--- config.mk ---
export PLATFORM = sky130hd
export DESIGN_NAME = sar_adc_seq
export DESIGN_NICKNAME = d
export VERILOG_FILES = /design/src/rtl/sar_pkg.sv /design/src/rtl/sar_prescaler.sv /design/src/rtl/sar_timeline.sv /design/src/rtl/sar_register.sv /design/src/rtl/sar_adc_seq.sv
export SDC_FILE = /design/constraint.sdc
export NUM_CORES = 1
export LEC_CHECK = 0
export BUFFER_PORTS_ARGS = -buffer_cell sky130_fd_sc_hd__clkbuf_2
export CAP_MARGIN = 20
export CORE_ASPECT_RATIO = 1.75
export CORE_UTILIZATION = 45
export DETAILED_ROUTE_END_ITERATION = 16
export MAX_ROUTING_LAYER = met4
export PLACE_DENSITY_LB_ADDON = 0.12
export SYNTH_ARGS = -nofsm -noshare
export SYNTH_HDL_FRONTEND = slang
export SYNTH_SLANG_ARGS = --single-unit
--- constraint.sdc ---
create_clock -name clk -period 2.7 [get_ports clk]
set_input_delay 0.27 -clock clk [delete_from_list [all_inputs] [get_ports clk]]
set_output_delay 0.27 -clock clk [all_outputs]
set_load 0.05 [all_outputs]
--- src/rtl/sar_pkg.sv ---
package sar_pkg;

  // True while the conversion period index lies inside the sampling window.
  function automatic bit in_sample(input int period, input int sample_len);
    return period < sample_len;
  endfunction

  // True on the period that closes a bit trial (the decision point).
  function automatic bit is_decide(input int period, input int sample_len,
                                   input int trial_len, input int res);
    int off;
    off = period - sample_len;
    if (off < 0 || off >= res * trial_len) return 1'b0;
    return (off % trial_len) == (trial_len - 1);
  endfunction

  // Trial number (0 = MSB) for a period inside the trial window.
  function automatic int trial_slot(input int period, input int sample_len,
                                    input int trial_len);
    if (period < sample_len) return 0;
    return (period - sample_len) / trial_len;
  endfunction

  // Total system clocks in one conversion.
  function automatic int conv_clocks(input int div, input int periods);
    return div * periods;
  endfunction

endpackage

--- src/rtl/sar_prescaler.sv ---
module sar_prescaler #(
  parameter int DIV = 4
) (
  input  logic clk,
  input  logic rst_n,
  input  logic run,
  input  logic clear,
  output logic tick
);
  localparam int CW = (DIV > 1) ? $clog2(DIV) : 1;
  localparam logic [CW-1:0] LAST = CW'(DIV - 1);

  logic [CW-1:0] cnt;

  assign tick = run && (cnt == LAST);

  always_ff @(posedge clk or negedge rst_n) begin
    if (!rst_n) begin
      cnt <= '0;
    end else if (clear) begin
      cnt <= '0;
    end else if (run) begin
      if (cnt == LAST) cnt <= '0;
      else             cnt <= cnt + 1'b1;
    end
  end
endmodule

--- src/rtl/sar_timeline.sv ---
module sar_timeline
  import sar_pkg::*;
#(
  parameter int RES        = 8,
  parameter int SAMPLE_LEN = 10,
  parameter int TRIAL_LEN  = 2,
  parameter int TOTAL_LEN  = 31
) (
  input  logic                       clk,
  input  logic                       rst_n,
  input  logic                       launch,
  input  logic                       tick,
  output logic                       busy,
  output logic                       sampling,
  output logic                       load_msb,
  output logic                       decide,
  output logic [$clog2(RES)-1:0]     bit_idx,
  output logic                       last
);
  localparam int PW = $clog2(TOTAL_LEN);
  localparam int IW = $clog2(RES);
  localparam logic [PW-1:0] P_END    = PW'(TOTAL_LEN - 1);
  localparam logic [PW-1:0] P_SAMPLE = PW'(SAMPLE_LEN - 1);

  logic [PW-1:0] period;

  assign sampling = busy && in_sample(int'(period), SAMPLE_LEN);
  assign load_msb = busy && tick && (period == P_SAMPLE);
  assign decide   = busy && tick &&
                    is_decide(int'(period), SAMPLE_LEN, TRIAL_LEN, RES);
  assign bit_idx  = IW'(trial_slot(int'(period), SAMPLE_LEN, TRIAL_LEN));
  assign last     = busy && tick && (period == P_END);

  always_ff @(posedge clk or negedge rst_n) begin
    if (!rst_n) begin
      busy   <= 1'b0;
      period <= '0;
    end else if (launch) begin
      busy   <= 1'b1;
      period <= '0;
    end else if (busy && tick) begin
      if (period == P_END) begin
        busy   <= 1'b0;
        period <= '0;
      end else begin
        period <= period + 1'b1;
      end
    end
  end
endmodule

--- src/rtl/sar_register.sv ---
module sar_register #(
  parameter int RES = 8
) (
  input  logic                   clk,
  input  logic                   rst_n,
  input  logic                   clear,
  input  logic                   load_msb,
  input  logic                   decide,
  input  logic [$clog2(RES)-1:0] bit_idx,
  input  logic                   cmp,
  output logic [RES-1:0]         code
);
  localparam int IW = $clog2(RES);
  localparam logic [RES-1:0] MSB_ONLY = {1'b1, {(RES-1){1'b0}}};

  // Drop the tested bit when the input is below the code, then arm the next one.
  function automatic logic [RES-1:0] refine(input logic [RES-1:0] c,
                                            input logic [IW-1:0] idx,
                                            input logic keep);
    logic [RES-1:0] r;
    int pos;
    r   = c;
    pos = RES - 1 - int'(idx);
    for (int b = 0; b < RES; b++) begin
      if (b == pos && !keep) r[b] = 1'b0;
      if (b == pos - 1)      r[b] = 1'b1;
    end
    return r;
  endfunction

  always_ff @(posedge clk or negedge rst_n) begin
    if (!rst_n)        code <= '0;
    else if (clear)    code <= '0;
    else if (load_msb) code <= MSB_ONLY;
    else if (decide)   code <= refine(code, bit_idx, cmp);
  end
endmodule

--- src/rtl/sar_adc_seq.sv ---
module sar_adc_seq #(
  parameter int RES_BITS       = 8,
  parameter int CH_COUNT       = 8,
  parameter int CH_W           = $clog2(CH_COUNT),
  parameter int CLK_DIV        = 4,
  parameter int SAMPLE_PERIODS = 10,
  parameter int TRIAL_PERIODS  = 2,
  parameter int TOTAL_PERIODS  = 31
) (
  input  logic                clk,
  input  logic                rst_n,
  input  logic                start_i,
  input  logic [CH_W-1:0]     chan_i,
  input  logic                cmp_i,
  output logic [CH_W-1:0]     chan_sel_o,
  output logic                sample_en_o,
  output logic [RES_BITS-1:0] dac_code_o,
  output logic                busy_o,
  output logic [RES_BITS-1:0] result_o,
  output logic                done_o
);
  localparam int IW        = $clog2(RES_BITS);
  localparam int TAIL_LEN  = TOTAL_PERIODS - SAMPLE_PERIODS - RES_BITS * TRIAL_PERIODS;

  // Named internal events, visible to the bound checker.
  logic          launch;
  logic          conv_tick;
  logic          load_msb;
  logic          decide;
  logic          conv_last;
  logic [IW-1:0] bit_idx;
  logic          busy;
  logic          sampling;
  logic [RES_BITS-1:0] code;

  assign launch = start_i && !busy && (TAIL_LEN >= 1);

  sar_prescaler #(.DIV(CLK_DIV)) u_div (
    .clk   (clk),
    .rst_n (rst_n),
    .run   (busy),
    .clear (launch),
    .tick  (conv_tick)
  );

  sar_timeline #(
    .RES        (RES_BITS),
    .SAMPLE_LEN (SAMPLE_PERIODS),
    .TRIAL_LEN  (TRIAL_PERIODS),
    .TOTAL_LEN  (TOTAL_PERIODS)
  ) u_time (
    .clk      (clk),
    .rst_n    (rst_n),
    .launch   (launch),
    .tick     (conv_tick),
    .busy     (busy),
    .sampling (sampling),
    .load_msb (load_msb),
    .decide   (decide),
    .bit_idx  (bit_idx),
    .last     (conv_last)
  );

  sar_register #(.RES(RES_BITS)) u_sar (
    .clk      (clk),
    .rst_n    (rst_n),
    .clear    (launch),
    .load_msb (load_msb),
    .decide   (decide),
    .bit_idx  (bit_idx),
    .cmp      (cmp_i),
    .code     (code)
  );

  always_ff @(posedge clk or negedge rst_n) begin
    if (!rst_n)      chan_sel_o <= '0;
    else if (launch) chan_sel_o <= chan_i;
  end

  always_ff @(posedge clk or negedge rst_n) begin
    if (!rst_n) begin
      result_o <= '0;
      done_o   <= 1'b0;
    end else begin
      done_o <= conv_last;
      if (conv_last) result_o <= code;
    end
  end

  assign busy_o      = busy;
  assign sample_en_o = sampling;
  assign dac_code_o  = code;
endmodule

* Word level (Yosys, flattened, before mapping)
Index checks and enable logic that the tools add are counted. W data, S select, Z words.
Word-level totals: bits in registers 28, input port bits 7, output and inout port bits 22, word-level logic and storage cells 115
Cells by class: $add $sub $neg 6, $lt $le $gt $ge 3, eq/ne operators 18, muxes and demuxes 32, bitwise gates (word level) 1, reductions and logical operators 41
Operator list (count):
- $eq A4 B32 Y1 const A | 8
- $eq A3 B32 Y1 const A | 4
- $eq A2 B32 Y1 const A | 2
- $logic_not A32 Y1 | 2
- $reduce_bool A4 Y1 | 8
- $sub A32 B2 Y32 const B | 1
- $mux W8 | 3
- $mux W1 | 22
- $reduce_and A2 Y1 | 9
- $logic_and A1 B1 Y1 | 15
- $mux W5 | 3
- $ge A6 B6 Y1 const B | 1
- $lt A6 B1 Y1 const B | 1
- $mux W2 | 3
- $reduce_bool A2 Y1 | 3
- $sub A5 B4 Y6 const B | 1
- $add A5 B1 Y5 const B | 1
- $eq A5 B4 Y1 const B | 1
- $eq A5 B5 Y1 const B | 1
- $lt A5 B4 Y1 const B | 1
- $eq A2 B2 Y1 const B | 2
- $sub A3 B3 Y4 const A | 1
- $add A3 B1 Y3 | 1
- $mux W3 | 1
- 5 further kinds | 6

* Logic depth before layout (Yosys ltp)
Gate-level depths: netlist (run 1).
depth in word-level cells 12, mapped depth 15, mapped depth without buffers 14

* Hierarchy
From an unflattened synthesis (run 1), not the netlist that was laid out.
Unflattened totals: cell total of the unflattened synthesis 141, area, all modules 1566.5 µm²
Modules (own cells, without submodules):
- sar_timeline | instances 1, cells each 61, area an instance 520.5 µm²
- sar_adc_seq | instances 1, cells each 25, area an instance 490.5 µm²
- sar_register | instances 1, cells each 46, area an instance 449.2 µm²
- sar_prescaler | instances 1, cells each 9, area an instance 106.4 µm²

* Worst setup path before layout (run 1)
Ideal clock, no wire load.
path kind register to register, start point register u_time.period[1], end point register u_sar.code[4], library setup time 0.083 ns, data arrival time 2.624 ns, data required time 2.617 ns, setup slack -0.006 ns, stages on the path, launching flop included 14, buffers on the path 0, cells stage by stage dfrtp_1 > inv_1 > ha_1 > nor2b_1 > nor3_1 > ha_1 > ha_1 > xnor2_1 > xnor2_1 > nor2_1 > ha_1 > nor4_1 > nand3_1 > o21ai_0
On the way: longest elaborated chain between the ends 11, elaborated cells on any way between the ends 27
RTL lines:
- from (decl) | line sar_timeline.sv:25 | logic [PW-1:0] period;
- from (signal assigned) | line sar_timeline.sv:46 | period <= period + 1'b1;
- $sub A5 B4 Y6 | line sar_pkg.sv:12, sar_pkg.sv:21
- $and A1 B1 Y1 (no source line)
- $add A3 B1 Y3 (no source line)
- $mux W3 | line sar_pkg.sv:21 | return (period - sample_len) / trial_len;
- $sub A3 B3 Y4 | line sar_register.sv:23 | pos = RES - 1 - int'(idx);
- $sub A32 B2 Y32 | line sar_register.sv:26 | if (b == pos - 1) r[b] = 1'b1;
- $eq A4 B32 Y1 | line sar_register.sv:26
- $mux W1 | line sar_register.sv:26
- $mux W8 | line sar_register.sv:35 | else if (decide) code <= refine(code, bit_idx, cmp);
- $mux W8 | line sar_register.sv:34 | else if (load_msb) code <= MSB_ONLY;
- $mux W8 | line sar_register.sv:33 | else if (clear) code <= '0;
- to (signal assigned) | line sar_register.sv:35
- to (decl) | line sar_register.sv:11 | output logic [RES-1:0] code
Parallel ways exist; a longest one is shown, timed or not. The select of a mux whose other input is x is not followed. A chain may end at the register's enable or synchronous reset.

* Worst setup path in the final report (run 1)
start point register u_time.period[2], end point register u_sar.code[1]
On the way: longest elaborated chain between the ends 11, elaborated cells on any way between the ends 27
RTL lines (line):
- $sub A5 B4 Y6 | sar_pkg.sv:12, sar_pkg.sv:21
- $and A1 B1 Y1 (no source line)
- $add A3 B1 Y3 (no source line)
- $mux W3 | sar_pkg.sv:21
- $sub A3 B3 Y4 | sar_register.sv:23
- $sub A32 B2 Y32 | sar_register.sv:26
- $eq A2 B32 Y1 | sar_register.sv:26
- $mux W1 | sar_register.sv:26
- $mux W8 | sar_register.sv:35
- $mux W8 | sar_register.sv:34
- $mux W8 | sar_register.sv:33
Parallel ways exist; a longest one is shown, timed or not. The select of a mux whose other input is x is not followed.

==> results.cfg, run 1 <==
[synthesis]
synth.distinct_cells = 45
synth-seq-area-share_pct = 46.5
syn_area_mm2 = 0.00151
syn_inst = 146
synth-async-reset-ratio_pct = 100
synth.area.top_cells = dfrtp_1 47%, ha_1 7.5%, mux2_2 6.7%, nand2_1 3.5%, nor2_1 3.0%
ys_warn_count = 0
ys_seq_elements = 28
synth.net_count = 162
synth_top_area_share_pct = 46.5
synth_top_cell_by_area = dfrtp_1
synth_edf_count = 0
ys_dominant_reg_cell = dfrtp_1
syn_area_per_cell_um2 = 10.3

[global_routing]
grt_max_degree = 29
antenna_found_initial = 0
grtUsageTotal_pct = 22.1
grt_pass1_vias = 1278
grt_pass1_wl_mm = 5.75
globalRoute.totalOverflow = 0

[floorplan]
boundaryPins = 29
fp.dieW_um = 45.7
rows = 27
core_area_mm2 = 0.00318
fp.dieArea_mm2 = 0.00359
start_util_pct = 47.4
die_h_um = 78.5

[setup_path]
r2r.worst_path.cells = 13
crit_path_max_fanout = 3
path_class = reg -> reg
critical_path.startpoint_type = flop
arrival_ns = 2.79
rrSetupSlack_ns = 0.11
reg2reg_to = u_sar.code[1]$_DFFE_PN0P_
crit_required_ns = 2.90
endpoint_kind = flop
r2r_start = u_time.period[2]$_DFFE_PN0P_

[route]
routed_via_density = 5.59
dr_total_vias = 1270
drc = 0
wirelength_mm = 3.54
drt_iter0_markers = 29
drt.antenna.violating_nets = 0
drtPass1Iterations = 4
wl_per_cell_um = 15.6

[sta]
slew_headroom_pct = 55.0
clock_skew_ns = 0.00335
final_hold_viol_count = 0
maxSlewViolCount = 0
min_period_ns = 2.59
fin_crit_sh_pct = 95.9
worst-slew-pin-transition_ns = 0.675
setup_violations = 0
setup_tns_ns = 0
fmax_mhz = 386

[place]
portBuffers = 28
hpwl_mm = 2.56
place.gp.congestion = 0.842

[finish]
n_antenna_cell = 0
mostFrequentLayoutCells = 28 x dfrtp_1, 28 x clkbuf_2, 14 x nand2_1, 12 x nor2_1, 12 x buf_4
area_growth_pct = 27.2
fillerInstances = 293
finalNetCount = 201
drive_gt1_share_pct = 39.1

[clock_network]
cts.sinks = 28
cts_inserted_buffers = 3
clk_latency_ns = 0.28
cts_root_buf = clkbuf_8
h-tree-depth = 1
cts_tree = done
path_clk_slew_ns = 0.10
clock_path_buffers = 2

[outcome]
status = complete, no violations

[min_path]
hold_class = in -> async

[flow_run]
cap_viol_max_count = 0
through the flow:
step | cell area (um2) | hold slack, ns | setup slack [ns] | cells | util, %
2_1_floorplan | 1510 | -0.0256 | 0.0103 | 146 | -
3_3_place_gp | 1740 | 0.342 | 0.117 | 219 | 54.6
5_1_grt | 1920 | 0.0773 | -0.0570 | 227 | 60.3
6_report | 1920 | 0.0113 | 0.112 | 227 | 60.3
3_5_place_dp | 1740 | 0.348 | -0.0406 | 219 | 54.6
4_1_cts | 1810 | 0.0441 | 0.00305 | 223 | 57.1
layout make-up:
type	instances	area, um2	area share [%]
multi-input combinational	107	841	43.9
sequential	28	701	36.6
timing repair buffer	40	230	12.0
tap	43	53.8	2.81
clock buffer	3	41.3	2.16
clock inverter	1	30.0	1.57
inverter	5	18.8	0.980
synthesized netlist by cell type, types with 2 or more instances:
cell type / count
nand2_1: 14
nand3b_1: 2
nand2b_1: 3
o21ai_1: 3
a22o_1: 2
mux2_2: 9
nand4_1: 2
buf_4: 2
clkbuf_1: 2
and3_1: 2
dfrtp_1: 28
o21ai_0: 6
nor2b_1: 2
buf_2: 2
inv_1: 4
o211ai_1: 4
a21oi_1: 3
o31ai_1: 2
and2_1: 2
nor2_1: 12
xnor2_1: 2
ha_1: 9
nor3_1: 2
o311ai_1: 3
nand3_1: 4
cell families after synthesis:
logic type | Yosys count | synth area share, %
simple gates | 56 | 20.3
compound gates | 30 | 13.7
flops | 28 | 46.5
buf+inv | 11 | 3.40
mux | 10 | 7.39
fa+ha+maj | 9 | 7.48
xor+xnor | 2 | 1.16
sequential cells by signal, summed over array words and instances, names as in the netlist:
name	flops
chan_sel_o	3
result_o	8
u_time.period	5
done_o	1
u_div.cnt	2
u_sar.code	8
u_time.busy	1
how the worst max path moves through the flow:
| stage | from | to | slack (ns) | cells past startpoint |
|---|---|---|---|---|
| finish | u_time.period[2]$_DFFE_PN0P_ | u_sar.code[1]$_DFFE_PN0P_ | 0.11 | 13 |
| global route | u_time.period[2]$_DFFE_PN0P_ | u_sar.code[1]$_DFFE_PN0P_ | -0.06 | 13 |
| CTS | u_time.period[1]$_DFFE_PN0P_ | u_sar.code[1]$_DFFE_PN0P_ | 0.003 | 14 |
| detailed placement | u_time.period[1]$_DFFE_PN0P_ | u_sar.code[4]$_DFFE_PN0P_ | -0.04 | 13 |
| global placement | u_time.period[1]$_DFFE_PN0P_ | u_sar.code[4]$_DFFE_PN0P_ | 0.12 | 13 |
| floorplan | u_time.period[1]$_DFFE_PN0P_ | u_sar.code[4]$_DFFE_PN0P_ | 0.01 | 13 |
worst max-delay path, stage by stage, from the launching register on:
cell,delay [ns]
dfrtp_1,0.40
inv_2,0.09
ha_4,0.14
nor2b_1,0.04
nor3_1,0.18
ha_2,0.23
ha_4,0.17
xnor2_4,0.10
xnor2_2,0.22
nor2_1,0.08
ha_2,0.36
and3_4,0.20
o211ai_1,0.14
o21ai_1,0.17
layer usage:
| metal | GRT usage [%] | wire length [um] | part of all wire [%] |
|---|---|---|---|
| met1 | 22.7 | 1360 | 39 |
| met4 | 12.1 | 137 | 3.9 |
| met3 | 2.99 | 111 | 3.1 |
| met2 | 38.3 | 1920 | 54 |
| met5 | - | 0 | 0 |
timing repair:
action	4_1_cts	5_1_grt
hold buffers	0	0
cloned	0	0
pin swaps	0	10
endpoints found under the setup margin	3	7
gates resized for setup	1	14
setup buffers	0	4
Power of run 1 is not shown: default switching activity piles up to over one toggle a cycle in this logic, so the estimate is an artifact.
==> inputs of run 2 (changes only) <==
CAP_MARGIN = 15   (was 20)
SYNTH_HIERARCHICAL = 1   (was unset)
==> results.cfg, run 2 <==
[synthesis]
syn_area_per_cell_um2 = 11.1
synth.distinct_cells = 39
yosysMostFrequentCell = dfrtp_1
syn_area_mm2 = 0.00157
synth_common_cells = 28 x dfrtp_1, 11 x mux2_4, 9 x ha_1
ys_dominant_reg_cell = dfrtp_1
synth-seq-area-share_pct = 44.7
ys_warn_count = 6
synth-async-reset-ratio_pct = 100
synth_edf_count = 0
synth_top_area_share_pct = 44.7
synth.area.top_cells = dfrtp_1 45%, mux2_4 11%, ha_1 7.2%, buf_6 2.9%, a21oi_1 2.6%
synth.net_count = 157
synth_top_cell_by_area = dfrtp_1
ys_seq_elements = 28
syn_inst = 141

[global_routing]
grt_pass1_vias = 1214
grtUsageTotal_pct = 20.7
antenna_found_initial = 0
grt_pass1_wl_mm = 5.39
globalRoute.totalOverflow = 0
grt_max_degree = 29

[setup_path]
r2r.worst_path.cells = 11
crit_path_max_fanout = 9
endpoint_kind = flop
critical_path.startpoint_type = flop
reg2reg_to = u_sar/code[7]$_DFFE_PN0P_
path_class = reg -> reg
arrival_ns = 2.72
crit_required_ns = 2.85
r2r_start = u_time/period[1]$_DFFE_PN0P_
rrSetupSlack_ns = 0.13

[power]
ir_drop_mv = 0.464
power_density_mw_per_mm2 = 830
p_total_w = 0.00158
power.static_leakage_nw = 0.910

[sta]
slew_headroom_pct = 52.1
whs_ns = 0.0275
maxSlewViolCount = 0
final_hold_viol_count = 0
fin_crit_sh_pct = 95.3
worst-slew-pin-transition_ns = 0.713
setup_violations = 0
finalWorstSetupSlack_ns = 0.128
clock_skew_ns = 0.00499
min_period_ns = 2.57
fmax_mhz = 389

[floorplan]
die_h_um = 80.1
start_util_pct = 46.6
boundaryPins = 29
core_area_mm2 = 0.00336
rows = 28
fp.dieW_um = 46.6
fp.dieArea_mm2 = 0.00373

[clock_network]
cts_root_buf = clkbuf_8
h-tree-depth = 1
cts_inserted_buffers = 3
postCtsHoldBufs = 0
path_clk_slew_ns = 0.10
cts.sinks = 28
clk_latency_ns = 0.27
cts_tree = done
clock_path_buffers = 2

[route]
wl_per_cell_um = 15.5
drt_iter0_markers = 15
dr_total_vias = 1248
routed_via_density = 5.65
drt.antenna.violating_nets = 0
drtPass1Iterations = 4
drc = 0
wirelength_mm = 3.43

[outcome]
status = complete, no violations

[place]
place.gp.congestion = 0.857
dpl_cell_area_mm2 = 0.00177
portBuffers = 28
hpwl_mm = 2.46
dp_slack_ns = -0.00607
dp_cells = 216

[finish]
fin_area_mm2 = 0.00190
finalNetCount = 193
fillerInstances = 316
n_antenna_cell = 0
mostFrequentLayoutCells = 28 x dfrtp_1, 28 x clkbuf_2, 11 x mux2_4, 9 x buf_4
top_regs = result_o x8, u_sar/code x8, u_time/period x5
area_growth_pct = 21.6
fin_cells = 221
drive_gt1_share_pct = 38.1

[min_path]
hold_class = in -> async

[flow_run]
cap_viol_max_count = 0
## run 2: cell types whose count changed after synthesis, moves of 3 or more
cell	delta
mux2_4	+11
mux2_2	-9
a21oi_1	+5
o211ai_1	-4
o311ai_1	-3
nor2_1	-4
o21ai_1	-3
a31oi_1	+3
buf_6	+4
nand2_1	-6
## run 2: critical path: stages (launching register included)
cell and delay (ns):
dfrtp_1 0.40, inv_2 0.10, ha_4 0.15, inv_1 0.05, a211oi_2 0.24, ha_2 0.21
ha_1 0.23, nor2b_1 0.14, buf_4 0.19, or4b_4 0.55, o21ai_2 0.13, a21oi_1 0.07
## run 2: per-layer routing
layer	global-route usage (%)	vias up	part of all wire (%)
li1	-	582	-
met1	21.8	621	40
met2	33.6	35	54
met3	2.02	10	2.7
met4	15.3	0	3.4
met5	-	-	0
## run 2: timing repair
item / in CTS / in global routing
setup buffers: 0 / 1
endpoints found under the setup margin: 4 / 8
gates resized for setup: 7 / 6
pin swaps: 3 / 3
## run 2: layout make-up
cell class	count	area (um2)	area share (%)
multi-input combinational	101	846	44.4
sequential	28	701	36.8
timing repair buffer	37	208	10.9
tap	45	56.3	2.96
clock buffer	3	41.3	2.17
clock inverter	1	30.0	1.58
inverter	6	22.5	1.18
## run 2: logic make-up after synthesis
logic type / synth area share, %
compound gates: 11.2
xor+xnor: 1.12
fa+ha+maj: 7.19
buf+inv: 4.95
flops: 44.7
mux: 11.8
simple gates: 19.0
## run 2: worst max path at each step
stage                                             from                         to  slack [ns]  cells after the start
after floorplan           u_time/period[2]$_DFFE_PN0P_  u_sar/code[7]$_DFFE_PN0P_       0.005                     14
after detailed placement  u_time/period[1]$_DFFE_PN0P_  u_sar/code[7]$_DFFE_PN0P_      -0.006                     11
after global routing      u_time/period[1]$_DFFE_PN0P_  u_sar/code[5]$_DFFE_PN0P_      -0.003                     13
final                     u_time/period[1]$_DFFE_PN0P_  u_sar/code[7]$_DFFE_PN0P_        0.13                     11
after CTS                 u_time/period[1]$_DFFE_PN0P_  u_sar/code[6]$_DFFE_PN0P_        0.03                     12
after global placement    u_time/period[1]$_DFFE_PN0P_  u_sar/code[5]$_DFFE_PN0P_        0.15                     11
## run 2: report_power, final
part / total [W] / switching (W) / internal [W] / leakage, nW
combinational: 0.000698 / 0.000420 / 0.000278 / 0.523
sequential: 0.000552 / 0.0000622 / 0.000490 / 0.351
clock: 0.000331 / 0.000133 / 0.000199 / 0.0357
total: 0.00158 / 0.000615 / 0.000966 / 0.910
## run 2: through the flow
stage	util, %	TNS (ns)
after floorplan	-	0
after global placement	52.8	0
after detailed placement	52.8	-0.00607
after CTS	55.7	0
after global routing	56.6	-0.00409
final	56.6	0
(Power assumes the default switching activity.)
==> inputs of run 3 (changes only) <==
HOLD_SLACK_MARGIN = 0.1   (was unset)
==> results.cfg, run 3 (synthesis gave the netlist of run 2 again) <==
[outcome]
status = complete, no violations

[sta]
fmax_mhz = 389
finalWorstSetupSlack_ns = 0.127
fin_crit_sh_pct = 95.3
slew_headroom_pct = 52.1
clock_skew_ns = 0.00499
final_hold_viol_count = 0
setup_tns_ns = 0
min_period_ns = 2.57
setup_violations = 0
maxSlewViolCount = 0
worst-slew-pin-transition_ns = 0.713

[global_routing]
antenna_found_initial = 0
grt_pass1_vias = 1214
grtUsageTotal_pct = 20.7
grt_pass1_wl_mm = 5.39
globalRoute.totalOverflow = 0
grt_max_degree = 29

[route]
drt_iter0_markers = 17
drtPass1Iterations = 4
wl_per_cell_um = 15.5
routed_via_density = 5.64
wirelength_mm = 3.45
drc = 0
drt.antenna.violating_nets = 0
dr_total_vias = 1251

[finish]
area_growth_pct = 22.2
mostFrequentLayoutCells = 28 x dfrtp_1, 28 x clkbuf_2, 11 x mux2_4, 9 x buf_4
drive_gt1_share_pct = 37.9
final_util_pct = 56.9
top_regs = result_o x8, u_sar/code x8, u_time/period x5
n_antenna_cell = 0
finalNetCount = 194
fillerInstances = 315

[clock_network]
path_clk_slew_ns = 0.10
cts.sinks = 28
clock_path_buffers = 2
clk_latency_ns = 0.27
cts_inserted_buffers = 3
cts_root_buf = clkbuf_8
h-tree-depth = 1
cts_tree = done

[setup_path]
cp_slowest_cell = or4b_4
critPathBufInv = 3
crit_family = simple AND/OR/NAND/NOR gates
crit_path_max_fanout = 9
arrival_ns = 2.72
crit_required_ns = 2.85
crit_path_max_incr_delay_ns = 0.55
endpoint_kind = flop
path_cells = inv_2 -> ha_4 -> inv_1 -> a211oi_2 -> ha_2 -> ha_1 -> nor2b_1 -> buf_4 -> or4b_4 -> o21ai_2 -> a21oi_1
path_class = reg -> reg
critical_path.startpoint_type = flop

[floorplan]
die_h_um = 80.1
start_util_pct = 46.6
rows = 28
fp.dieW_um = 46.6
boundaryPins = 29
core_area_mm2 = 0.00336
fp.dieArea_mm2 = 0.00373

[place]
dp_slack_ns = -0.00607
portBuffers = 28
hpwl_mm = 2.46
place.gp.congestion = 0.857

[power]
p_total_w = 0.00158
power_density_mw_per_mm2 = 827
power.static_leakage_nw = 0.914
ir_drop_mv = 0.464

[flow_run]
cap_viol_max_count = 0

[min_path]
hold_class = in -> reg
## run 3: metal layers
metal	share of wire (%)	wire length, um	track usage, %
met3	2.8	96	2.02
met5	0	0	-
met4	3.4	116	15.3
met2	54	1860	33.6
met1	40	1380	21.8
## run 3: worst reg2reg max path, stage by stage, from the launching register on
cell and delay, ns:
dfrtp_1 0.40, inv_2 0.10, ha_4 0.15, inv_1 0.05, a211oi_2 0.24, ha_2 0.21
ha_1 0.23, nor2b_1 0.14, buf_4 0.19, or4b_4 0.55, o21ai_2 0.13, a21oi_1 0.07
## run 3: metrics by stage
stage          cell area, um2  std cells  hold WS (ns)
6_report                 1910        222         0.222
2_1_floorplan            1570        141       -0.0256
4_1_cts                  1880        221         0.217
3_5_place_dp             1770        216         0.354
3_3_place_gp             1770        216         0.341
5_1_grt                  1910        222         0.221
## run 3: path summary, 6_finish.rpt
path                                         startpoint                        end  slack, ns  depth (start not counted)
max reg2reg                u_time/period[1]$_DFFE_PN0P_  u_sar/code[7]$_DFFE_PN0P_       0.13                         11
max                        u_time/period[1]$_DFFE_PN0P_  u_sar/code[7]$_DFFE_PN0P_       0.13                         11
max in group asynchronous                         rst_n    result_o[4]$_DFFE_PN0P_       1.69                          2
min reg2reg                     result_o[3]$_DFFE_PN0P_    result_o[3]$_DFFE_PN0P_       0.51                          1
min in group asynchronous                         rst_n  u_sar/code[4]$_DFFE_PN0P_       0.57                          2
min                                           chan_i[0]  chan_sel_o[0]$_DFFE_PN0P_       0.22                          2
## run 3: power breakdown
part | internal [W] | switching (W) | leakage, nW
registers | 0.000490 | 0.0000629 | 0.351
logic | 0.000279 | 0.000421 | 0.527
clock network | 0.000199 | 0.000133 | 0.0357
total | 0.000967 | 0.000616 | 0.914
## run 3: timing repair
action	CTS	global route
endpoints found under the setup margin	4	8
hold buffers	1	0
buffers inserted	0	1
pin swaps	3	3
gates resized for setup	7	6
hold endpoints to repair	28	0
## run 3: final cells by class
type	instances	area, um2	area share [%]
clock buffers	3	41.3	2.16
clock inverters	1	30.0	1.57
inverters	6	22.5	1.18
multi-input cells	101	846	44.2
flip-flops and latches	28	701	36.6
well taps	45	56.3	2.94
repair buffers	38	218	11.4
